==> src/rtl/msense_pkg.sv <==
package msense_pkg;

  typedef enum logic [2:0] {
    ST_IDLE = 3'd0,
    ST_PRE  = 3'd1,
    ST_REL  = 3'd2,
    ST_ALO  = 3'd3,
    ST_BLO  = 3'd4,
    ST_CLO  = 3'd5
  } msense_step_e;

  localparam logic [5:0] DRV_HIGH = 6'o07;
  localparam logic [5:0] DRV_REL  = 6'o77;
  localparam logic [5:0] DRV_ALO  = 6'o33;
  localparam logic [5:0] DRV_BLO  = 6'o55;
  localparam logic [5:0] DRV_CLO  = 6'o66;

  localparam int CODE_W = 11;

  function automatic logic [5:0] drive_for(msense_step_e s);
    case (s)
      ST_PRE:  drive_for = DRV_HIGH;
      ST_ALO:  drive_for = DRV_ALO;
      ST_BLO:  drive_for = DRV_BLO;
      ST_CLO:  drive_for = DRV_CLO;
      default: drive_for = DRV_REL;
    endcase
  endfunction

endpackage

==> src/rtl/msense_timer.sv <==
module msense_timer #(
  parameter int PRE_CYC    = 200,
  parameter int SETTLE_CYC = 2000
) (
  input  logic clk,
  input  logic rst_n,
  input  logic run,
  input  logic restart,
  input  logic use_pre,
  output logic last
);
  localparam int MAXC  = (PRE_CYC > SETTLE_CYC) ? PRE_CYC : SETTLE_CYC;
  localparam int CNT_W = (MAXC > 1) ? $clog2(MAXC) : 1;
  localparam logic [CNT_W-1:0] PRE_LIM = CNT_W'(PRE_CYC - 1);
  localparam logic [CNT_W-1:0] SET_LIM = CNT_W'(SETTLE_CYC - 1);

  logic [CNT_W-1:0] cnt_q, cnt_d;
  logic             cnt_en;

  always_comb begin
    cnt_en = restart | run;
    cnt_d  = restart ? '0 : cnt_q + 1'b1;
  end

  always_ff @(posedge clk or negedge rst_n) begin
    if (!rst_n)      cnt_q <= '0;
    else if (cnt_en) cnt_q <= cnt_d;
  end

  assign last = run & (cnt_q == (use_pre ? PRE_LIM : SET_LIM));
endmodule

==> src/rtl/msense_ctrl.sv <==
module msense_ctrl
  import msense_pkg::*;
(
  input  logic         clk,
  input  logic         rst_n,
  input  logic         start,
  input  logic         last,
  output msense_step_e step,
  output logic         busy,
  output logic         begin_seq,
  output logic         restart,
  output logic         finish,
  output logic         done
);
  msense_step_e state_q, state_d;
  logic         done_q;

  always_comb begin
    busy      = (state_q != ST_IDLE);
    begin_seq = ~busy & start;
    finish    = (state_q == ST_CLO) & last;
    restart   = begin_seq | last;
    state_d   = state_q;
    if (begin_seq) state_d = ST_PRE;
    else if (last) begin
      case (state_q)
        ST_PRE:  state_d = ST_REL;
        ST_REL:  state_d = ST_ALO;
        ST_ALO:  state_d = ST_BLO;
        ST_BLO:  state_d = ST_CLO;
        default: state_d = ST_IDLE;
      endcase
    end
  end

  always_ff @(posedge clk or negedge rst_n) begin
    if (!rst_n) begin
      state_q <= ST_IDLE;
      done_q  <= 1'b0;
    end else begin
      state_q <= state_d;
      done_q  <= finish;
    end
  end

  assign step = state_q;
  assign done = done_q;
endmodule

==> src/rtl/msense_pack.sv <==
module msense_pack
  import msense_pkg::*;
(
  input  logic              clk,
  input  logic              rst_n,
  input  logic              begin_seq,
  input  logic              take,
  input  logic              finish,
  input  msense_step_e      step,
  input  logic [2:0]        lvl,
  output logic [CODE_W-1:0] code
);
  logic [CODE_W-1:0] shadow_q, shadow_d, code_q;
  logic              shadow_en;

  always_comb begin
    shadow_d  = shadow_q;
    shadow_en = begin_seq | take;
    if (begin_seq) shadow_d = '0;
    else if (take) begin
      case (step)
        ST_REL: shadow_d[10:8] = lvl;
        ST_ALO: shadow_d[5:4]  = lvl[1:0];
        ST_BLO: shadow_d[3:2]  = {lvl[2], lvl[0]};
        ST_CLO: shadow_d[1:0]  = lvl[2:1];
        default: ;
      endcase
    end
  end

  always_ff @(posedge clk or negedge rst_n) begin
    if (!rst_n) begin
      shadow_q <= '0;
      code_q   <= '0;
    end else begin
      if (shadow_en) shadow_q <= shadow_d;
      if (finish)    code_q   <= shadow_d;
    end
  end

  assign code = code_q;
endmodule

==> src/rtl/msense_seq.sv <==
module msense_seq
  import msense_pkg::*;
#(
  parameter int PRE_CYC    = 200,
  parameter int SETTLE_CYC = 2000
) (
  input  logic        clk,
  input  logic        rst_n,
  input  logic        start,
  input  logic [2:0]  sense_lvl,
  output logic [5:0]  drive_word,
  output logic        done,
  output logic [10:0] sense_code
);
  msense_step_e step;
  logic busy, begin_seq, restart, finish, last;

  msense_ctrl u_ctrl (
    .clk(clk), .rst_n(rst_n), .start(start), .last(last),
    .step(step), .busy(busy), .begin_seq(begin_seq),
    .restart(restart), .finish(finish), .done(done)
  );

  msense_timer #(.PRE_CYC(PRE_CYC), .SETTLE_CYC(SETTLE_CYC)) u_timer (
    .clk(clk), .rst_n(rst_n), .run(busy), .restart(restart),
    .use_pre(step == ST_PRE), .last(last)
  );

  msense_pack u_pack (
    .clk(clk), .rst_n(rst_n), .begin_seq(begin_seq), .take(last),
    .finish(finish), .step(step), .lvl(sense_lvl), .code(sense_code)
  );

  assign drive_word = drive_for(step);
endmodule

==> config.mk <==
export PLATFORM = sky130hd
export DESIGN_NAME = msense_seq
export DESIGN_NICKNAME = d
export VERILOG_FILES = /design/src/rtl/msense_pkg.sv /design/src/rtl/msense_timer.sv /design/src/rtl/msense_ctrl.sv /design/src/rtl/msense_pack.sv /design/src/rtl/msense_seq.sv
export SDC_FILE = /design/constraint.sdc
export NUM_CORES = 1
export LEC_CHECK = 0
export BUFFER_PORTS_ARGS = -buffer_cell sky130_fd_sc_hd__buf_2
export CORE_MARGIN = 8
export CORE_UTILIZATION = 35
export DETAILED_ROUTE_END_ITERATION = 10
export RECOVER_POWER = 50
export SETUP_SLACK_MARGIN = 0.15
export SYNTH_ARGS = -nofsm -noshare
export SYNTH_HDL_FRONTEND = slang
export SYNTH_SLANG_ARGS = --single-unit
==> constraint.sdc <==
create_clock -name clk -period 2.2 [get_ports clk]
set_input_delay 0.44 -clock clk [delete_from_list [all_inputs] [get_ports clk]]
set_output_delay 0.44 -clock clk [all_outputs]
set_load 0.1 [all_outputs]
# --- Word level (Yosys, flattened, before mapping) ---
# Index checks and enable logic that the tools add are counted.
totals:
  regBits: 37
  input_bits: 6
  latch_bits: 0
  mem_bits_ro: 0
  memories: 0
  ramBits: 0
  output_inout_bits: 18
  word_cells: 35
op_classes:
  add_sub_neg: 1
  muxes: 15
  n_bitwise: 6
  reduce_logical: 2
  n_div: 0
  n_shift: 0
  mul: 0
  eq_ne: 6
  order_cmp: 0
ops:
  columns: ["cell", "n"]
  rows:
  - ["$pmux W6 S4", 1]
  - ["$mux W11", 2]
  - ["$mux W3", 5]
  - ["$mux W6", 2]
  - ["$pmux W3 S4", 1]
  - ["$add A11 B1 Y11 const B", 1]
  - ["$eq A11 B11 Y1", 1]
  - ["$mux W2", 4]
  - ["$eq A3 B2 Y1 const B", 2]
  - ["$eq A3 B3 Y1 const B", 2]
  - ["$and A1 B1 Y1", 3]
  - ["$eq A3 B1 Y1 const B", 1]
  - ["$reduce_bool A3 Y1", 1]
  - ["$or A1 B1 Y1", 2]
  - ["$reduce_bool A2 Y1", 1]
  - ["$not A1 Y1", 1]

# --- Logic depth before layout (Yosys ltp) ---
# Gate-level depths: netlist (run 1).
logic_depth:
  ltp_word: 6
  depth_mapped: 7
  mapped_depth_nobuf: 5

# --- Cells and area by module ---
# A second synthesis (run 1) with hierarchy kept.
unflattened:
  cells_unflattened: 163
  hier_area_um2: 1757.9
modules_own_cells:
  columns: ["module", "seq_area_each_um2", "instances", "area_per_inst_um2", "cells_per_inst"]
  rows:
  - ["msense_pack", 550.5, 1, 865.8, 70]
  - ["msense_timer", 275.3, 1, 629.4, 65]
  - ["msense_ctrl", 100.1, 1, 211.5, 20]
  - ["msense_seq", 0.0, 1, 51.3, 8]

# --- Least setup slack after synthesis (run 1) ---
# OpenSTA, ideal clock, no wires.
synth_path:
  path_type: "register to register"
  start: "register u_ctrl.state_q[1] (netlist: u_ctrl.step[1])"
  end: "register u_pack.code_q[10] (netlist: u_pack.code[10])"
  path_slack_ps: -476
  period_less_slack_ps: 2676
  path_buffers: 2
  t_arrival_ps: 2551
  setup_ps: 125
  path_stages_with_launch: 6
  t_required_ps: 2075
  cell_sequence: "dfrtp_1 > nand3b_1 > or4_1 > buf_2 > buf_6 > mux2_4"
synth_between:
  elab_chain_cells: 6
  word_cells_on_any_way: 13
  cone_classes: "eq/ne: 4; mux: 4; bitwise: 4; reduce/logical: 1"
synth_lines:
  columns: ["item", "line_no", "text"]
  rows:
  - ["start, declared", "msense_ctrl.sv:15", "msense_step_e state_q, state_d;"]
  - ["start signal, assigned", "msense_ctrl.sv:41", "state_q <= state_d;"]
  - ["$eq A3 B1 Y1", "msense_seq.sv:26", ".use_pre(step == ST_PRE), .last(last)"]
  - ["$mux W11", "msense_timer.sv:30", "assign last = run & (cnt_q == (use_pre ? PRE_LIM : SET_LIM));"]
  - ["$eq A11 B11 Y1", "msense_timer.sv:30", null]
  - ["$and A1 B1 Y1", "msense_timer.sv:30", null]
  - ["$mux W3", "msense_pack.sv:20", "else if (take) begin"]
  - ["$mux W3", "msense_pack.sv:19", "if (begin_seq) shadow_d = '0;"]
  - ["end signal, assigned", "msense_pack.sv:37", "if (finish) code_q <= shadow_d;"]
  - ["end, declared", "msense_pack.sv:13", "logic [CODE_W-1:0] shadow_q, shadow_d, code_q;"]
# Parallel ways exist; a longest one is shown, timed or not.
# A chain may end at the register's enable or synchronous reset.

# --- Worst setup path after layout (run 1) ---
layout_path:
  start: "register u_ctrl.state_q[0] (netlist: u_ctrl.step[0])"
  end: "output drive_word[1]"
layout_between:
  elab_chain_cells: 2
  word_cells_on_any_way: 5
  cone_classes: "eq/ne: 4; mux: 1"
layout_lines:
  columns: ["item", "line_no", "text"]
  rows:
  - ["$eq A3 B3 Y1, or another cell as far along", "msense_pkg.sv:21", "case (s)"]
  - ["$pmux W6 S4 (*)", "msense_pkg.sv:21", null]
  - ["end, declared", "msense_seq.sv:11", "output logic [5:0] drive_word,"]
# Every way passes the cells marked *; elsewhere a longest branch is shown, timed or not.

==> flow_metrics.env, run 1 <==
export IMPL_via_per_inst=5.03
export IMPL_fmax_mhz=510
export IMPL_final_cells=244
export IMPL_cts_made_buffers=5
export IMPL_globalRouteOverflowTotal=0
export IMPL_postSynthAreaPerCell_sq_um=10.7
export IMPL_num_rows=25
export IMPL_dieArea_sq_um=7210
export IMPL_clk_insertion_delay_late_ns=0.28
export IMPL_diodes=0
export IMPL_drv_slew=0
export IMPL_crit_buf_inv=3
export IMPL_route_met3_wl_um=216
export IMPL_clk_pin_slew_ns=0.07
export IMPL_relSlewSlack=0.213
export IMPL_critPathArrivalTime_ns=1.52
export IMPL_nets=196
export IMPL_crit_family="buffers and inverters"
export IMPL_initial_core_util=0.357
export IMPL_cts_max_level=2
export IMPL_dr_wl_met2_um=1520
export IMPL_core_sq_um=4660
export IMPL_cts_tree="built"
export IMPL_vias=1228
export IMPL_post_place_ws_ns=0.207
export IMPL_first_iter_violations=55
export IMPL_ios=24
export IMPL_fin_crit_sh=0.891
export IMPL_routed_wl_um=3550
export IMPL_first_global_vias=1250
export IMPL_die_w_um=84.9
export IMPL_area_growth_pct=23.6
export IMPL_p_total_mw=1.76
export IMPL_setup_viol=0
export IMPL_ys_seq_area_frac=0.527
export IMPL_crit_type="reg2out"
export IMPL_finClkSkew_ns=0.00680
export IMPL_grt_usage=0.108
export IMPL_stdcell_area_sq_um=2060
export IMPL_rsz0062_at_grt="true"
export IMPL_first_pass_iters=4
export IMPL_p_per_area_nw_per_um2=856
export IMPL_routedLengthMet1_um=1800
export IMPL_status="finished clean"
export IMPL_wl_per_cell_um=14.6
export IMPL_p_leak_nw=0.979
export IMPL_syn_area_sq_um=1660
export IMPL_cap_violations=0
export IMPL_ys_seq_elements=35
export IMPL_finalWorstSetupSlack_ns=0.240
export IMPL_tightest_slew_ns=1.19
export IMPL_min_path_type="in2async"
export IMPL_max_clock_path_buffers=2
export IMPL_synth_warnings=0
export IMPL_grt_pass1_wl_um=6220
export IMPL_ir_worst_vdd_v=0.000459
export IMPL_antenna_found_initial=0
export IMPL_critPathLaunchType="flop"
export IMPL_cts_sinks=35
export IMPL_netlist_instances=156
export IMPL_post_dp_cell_area_sq_um=1890
export IMPL_synth_cell_types=39
export IMPL_drive_gt1_frac=0.279
export IMPL_highest_layer="met4"
export IMPL_cp_slowest_cell="dfrtp_2"
export IMPL_cp_end_kind="output pin"
export IMPL_fillers=462
export IMPL_grt_max_degree=36
export IMPL_period_needed_ns=1.96
export IMPL_holdBufCountCts=0
export IMPL_dp_cells=235
export IMPL_crit_fanout=7
export IMPL_drc_errors=0
export IMPL_synth_nets=163
export IMPL_portBuffers=23
export IMPL_dpl_hpwl_um=2650
export IMPL_crit_chain="buf_4 -> nor3b_4 -> inv_2 -> buf_6"
export IMPL_routabilityCongestion=0.838
export IMPL_final_hold_violation_count=0
export IMPL_detail_route_antenna_nets=0
export IMPL_cp_slowest_stage_delay_ns=0.45
export IMPL_worstPathRequired_ns=1.76
export IMPL_cts_root_buf="clkbuf_8"
export IMPL_finalSetupTns_ns=0
export IMPL_die_h_um=84.9
-- sequential cells by signal, summed over array words and instances, names as in the netlist --
name             cells
u_ctrl.step          3
u_ctrl.done          1
u_pack.code         11
u_pack.shadow_q      9
u_timer.cnt_q       11
-- kinds of logic after synthesis --
| group | share of synthesized area |
|---|---|
| simple gates | 0.236 |
| flops | 0.527 |
| compound gates | 0.0677 |
| mux | 0.0828 |
| xor+xnor | 0.0527 |
| buf+inv | 0.0263 |
| fa+ha+maj | 0.00752 |
-- cells in the final DEF, fill, tap and decap left out, types with 3 or more instances in the layout --
cell type   n
nand3_1     5
nand2b_1    3
clkbuf_2    3
dfrtp_1    33
nor2_1     11
clkbuf_1    5
clkbuf_8    5
nor4_1      5
nor3_1      3
mux2_2      6
o21ai_0     6
buf_2      11
xnor2_1     9
buf_4      11
nand4_1     5
nand2_1    25
mux2i_1     4
-- where the power goes --
group	leakage (nW)	total [mW]	internal, mW	switching (mW)
Sequential	0.463	0.764	0.697	0.0660
Combinational	0.450	0.322	0.130	0.192
Clock	0.0654	0.675	0.453	0.222
Total	0.979	1.76	1.28	0.481
-- per-stage QoR --
stage                     utilization  hold WS, ns
after floorplan                     -        0.144
after global placement          0.405        0.457
after detailed placement        0.405        0.467
after CTS                       0.436        0.255
after global routing            0.441        0.338
final                           0.441        0.250
-- worst paths after layout --
path,start,to,slack (ns),depth (start not counted)
max in group asynchronous,rst_n,u_ctrl.step[0],1.35,1
worst min register to register,u_pack.shadow_q[7],u_pack.shadow_q[7],0.48,1
worst max register to register,u_timer.cnt_q[0],u_pack.code[4],0.26,5
worst min-delay path,rst_n,u_pack.code[4],0.25,1
min in group clk,sense_lvl[0],u_pack.shadow_q[8],0.41,3
worst max-delay path,u_ctrl.step[0],drive_word[1],0.24,4
-- Yosys cell counts --
| cell type | count | share of area |
|---|---|---|
| or3_1 | 1 | 0.0038 |
| clkbuf_1 | 2 | 0.0045 |
| o22ai_1 | 2 | 0.0075 |
| o311a_1 | 1 | 0.0060 |
| o21ai_0 | 7 | 0.021 |
| nand4_1 | 5 | 0.019 |
| a21o_1 | 1 | 0.0045 |
| and2_1 | 2 | 0.0075 |
| dfrtp_1 | 35 | 0.53 |
| o21ai_2 | 1 | 0.0053 |
| buf_2 | 2 | 0.0060 |
| ha_1 | 1 | 0.0075 |
| nand2_1 | 25 | 0.056 |
| nand3_1 | 5 | 0.015 |
| nor4_1 | 5 | 0.019 |
| nand3b_1 | 2 | 0.0090 |
| mux2_4 | 2 | 0.018 |
| nor3_2 | 1 | 0.0060 |
| nor3b_2 | 1 | 0.0075 |
| xor2_1 | 1 | 0.0053 |
| mux2_2 | 6 | 0.041 |
| and4bb_2 | 1 | 0.0075 |
| buf_6 | 1 | 0.0068 |
| inv_1 | 3 | 0.0068 |
| xnor2_1 | 9 | 0.047 |
| or4_1 | 2 | 0.0090 |
| buf_1 | 1 | 0.0023 |
| nor4_2 | 1 | 0.0075 |
| nor2_1 | 12 | 0.027 |
| nor3b_1 | 2 | 0.0090 |
| nand4bb_1 | 1 | 0.0068 |
| a211o_1 | 2 | 0.011 |
| a21oi_1 | 1 | 0.0030 |
| nor4b_1 | 1 | 0.0053 |
| and3_1 | 1 | 0.0038 |
| nor3_1 | 2 | 0.0060 |
| mux2i_1 | 4 | 0.024 |
| nand2b_1 | 3 | 0.011 |
| o311ai_2 | 1 | 0.0098 |
-- worst reg2reg max path: cells and delay by family, from the launching register on --
kind	cells	cell delay, ns
mux	1	0.30
flops	1	0.39
fa+ha+maj	1	0.24
buf+inv	1	0.21
simple gates	1	0.57
compound gates	1	0.13
-- final cells by class --
| type | count | area, sq um | area share |
|---|---|---|---|
| sequential | 35 | 878 | 0.427 |
| multi-input combinational | 112 | 776 | 0.377 |
| timing repair buffer | 32 | 190 | 0.0925 |
| clock buffer | 6 | 72.6 | 0.0353 |
| tap | 54 | 67.6 | 0.0329 |
| clock inverter | 2 | 60.1 | 0.0292 |
| inverter | 3 | 11.3 | 0.00548 |
-- metal layers --
| layer | vias to the layer above | track usage |
|---|---|---|
| met4 | 0 | 0.0340 |
| met1 | 576 | 0.146 |
| met5 | - | 0 |
| met2 | 30 | 0.152 |
| met3 | 2 | 0.0425 |
| li1 | 620 | - |
-- repair_timing --
action,4_1_cts,5_1_grt
buffers inserted,0,1
setup endpoints to repair,3,9
pin swaps,0,1
gates resized for setup,4,7
(Power assumes the default switching activity.)
==> inputs of run 2 (changes only) <==
--- a/config.mk
+++ b/config.mk
@@ -7,8 +7,9 @@
 export LEC_CHECK = 0
 export BUFFER_PORTS_ARGS = -buffer_cell sky130_fd_sc_hd__buf_2
 export CORE_MARGIN = 8
-export CORE_UTILIZATION = 35
+export CORE_UTILIZATION = 55
 export DETAILED_ROUTE_END_ITERATION = 10
+export PLACE_DENSITY = 0.77
 export RECOVER_POWER = 50
 export SETUP_SLACK_MARGIN = 0.15
 export SYNTH_ARGS = -nofsm -noshare
==> run 2 against run 1 <==
Compared with the run above:
- maximum frequency grew 1.0%
- global-route usage is 3.8 points higher
- clock power shrank 50%
- sequential power is 1% lower
- combinational power hardly changed
- clock skew is 0.0041 ns higher
- via count rose by 1.5%
- sequential share of layout area increased by 2.4 points
- power fell by 20%
- critical path type is now reg2reg
==> flow_metrics.env, run 2 (synthesized netlist as in run 1, its figures left out) <==
export IMPL_crit_type="reg2reg"
export IMPL_fin_crit_sh=0.882
export IMPL_finalSetupTns_ns=0
export IMPL_final_hold_violation_count=0
export IMPL_dieArea_sq_um=5040
export IMPL_routed_wl_um=3330
export IMPL_max_clock_path_buffers=2
export IMPL_first_pass_iters=4
export IMPL_routabilityCongestion=0.860
export IMPL_holdBufCountCts=0
export IMPL_worstPathRequired_ns=2.40
export IMPL_cts_made_buffers=5
export IMPL_globalRouteOverflowTotal=0
export IMPL_crit_fanout=5
export IMPL_wl_per_cell_um=15.0
export IMPL_p_leak_nw=0.963
export IMPL_grtUsageMet2=0.248
export IMPL_clk_pin_slew_ns=0.10
export IMPL_internal_power_uw=980
export IMPL_critPathLaunchType="flop"
export IMPL_cp_end_kind="flop"
export IMPL_tightest_slew_ns=0.738
export IMPL_finClkSkew_ns=0.0109
export IMPL_num_rows=20
export IMPL_cap_violations=0
export IMPL_holdWs_ns=0.162
export IMPL_first_iter_violations=38
export IMPL_min_path_type="in2async"
export IMPL_cts_root_buf="clkbuf_4"
export IMPL_diodes=0
export IMPL_initial_core_util=0.563
export IMPL_cts_tree="built"
export IMPL_die_w_um=71.0
export IMPL_critPathArrivalTime_ns=2.14
export IMPL_gr_max_usage_layer="met2"
export IMPL_antenna_found_initial=0
export IMPL_detail_route_antenna_nets=0
export IMPL_drc_errors=0
export IMPL_final_common_cell="dfrtp_1"
export IMPL_relSlewSlack=0.508
export IMPL_pwr_share_comb=0.227
export IMPL_dp_cells=214
export IMPL_ir_worst_vdd_v=0.000493
export IMPL_final_cells=222
export IMPL_area_growth_pct=17.2
export IMPL_drive_gt1_frac=0.312
export IMPL_status="finished clean"
export IMPL_switchingPower_uw=430
export IMPL_grt_usage=0.146
export IMPL_ios=24
export IMPL_final_cell_mix="dfrtp_1 (32), nand2_1 (25), nor2_1 (11), buf_2 (11), buf_4 (10)"
export IMPL_grt_max_degree=36
export IMPL_drv_slew=0
export IMPL_setup_viol=0
export IMPL_cts_max_level=2
export IMPL_fillers=238
export IMPL_post_place_ws_ns=0.248
export IMPL_pwr_share_clk=0.238
export IMPL_die_h_um=71.0
export IMPL_rsz0062_at_grt="false"
export IMPL_p_per_area_nw_per_um2=724
export IMPL_nets=196
export IMPL_via_per_inst=5.61
export IMPL_seq_area_sq_um=880
export IMPL_finalWorstSetupSlack_ns=0.260
export IMPL_vias=1246
export IMPL_post_route_util=0.660
export IMPL_first_global_vias=1298
export IMPL_seqPwrFrac=0.536
export IMPL_clk_insertion_delay_late_ns=0.33
export IMPL_stdcell_area_sq_um=1950
export IMPL_multiInputGateArea_sq_um=762
export IMPL_portBuffers=23
export IMPL_post_dp_cell_area_sq_um=1860
export IMPL_period_needed_ns=1.94
export IMPL_met3_usage=0.0579
export IMPL_core_sq_um=2950
export IMPL_dpl_hpwl_um=2580
export IMPL_swShare=0.305
export IMPL_grtUsageMet1=0.162
export IMPL_grt_pass1_wl_um=5910
export IMPL_cts_sinks=35
export IMPL_p_total_mw=1.41
export IMPL_fmax_mhz=516
## run 2: what timing repair did
action | in CTS | in global routing
endpoints found under the setup margin | 3 | 11
setup buffers | 0 | 1
resized for setup | 4 | 5
pin swaps | 0 | 1
## run 2: critical path, cell delays in order, from the launching register on
cell and delay [ns]:
dfrtp_1 0.43, or4_1 0.54, mux2_2 0.34, nor4_2 0.37, o22ai_1 0.14
## run 2: path summary, 6_finish.rpt
check | start | to | slack (ns) | cells after the start
max in group asynchronous | rst_n | u_ctrl.step[0] | 1.51 | 1
worst max-delay path | u_timer.cnt_q[8] | u_pack.shadow_q[4] | 0.26 | 4
worst min-delay path | rst_n | u_pack.code[10] | 0.16 | 1
min in group clk | sense_lvl[0] | u_pack.shadow_q[8] | 0.37 | 3
worst max register to register | u_timer.cnt_q[8] | u_pack.shadow_q[4] | 0.26 | 4
worst min register to register | u_pack.code[3] | u_pack.code[3] | 0.49 | 2
## run 2: layer usage
layer  part of all wire  vias to the layer above
met4              0.011                        0
met2               0.50                       28
met1               0.43                      592
met3              0.059                        5
li1                   -                      621
met5                  0                        -
## run 2: power groups by stage
stage                     combinational, mW  sequential, mW  clock (mW)
final                                 0.319           0.755       0.335
after global routing                  0.364           0.761       0.374
after CTS                             0.317           0.753       0.353
after detailed placement              0.314           0.766           0
after global placement                0.309           0.760           0
after floorplan                       0.221           0.756           0
## run 2: layout make-up
type,count,area share
flip-flops and latches,35,0.452
multi-input cells,112,0.391
repair buffers,32,0.101
clock buffers,6,0.0263
well taps,33,0.0212
inverters,3,0.00578
clock inverters,1,0.00257
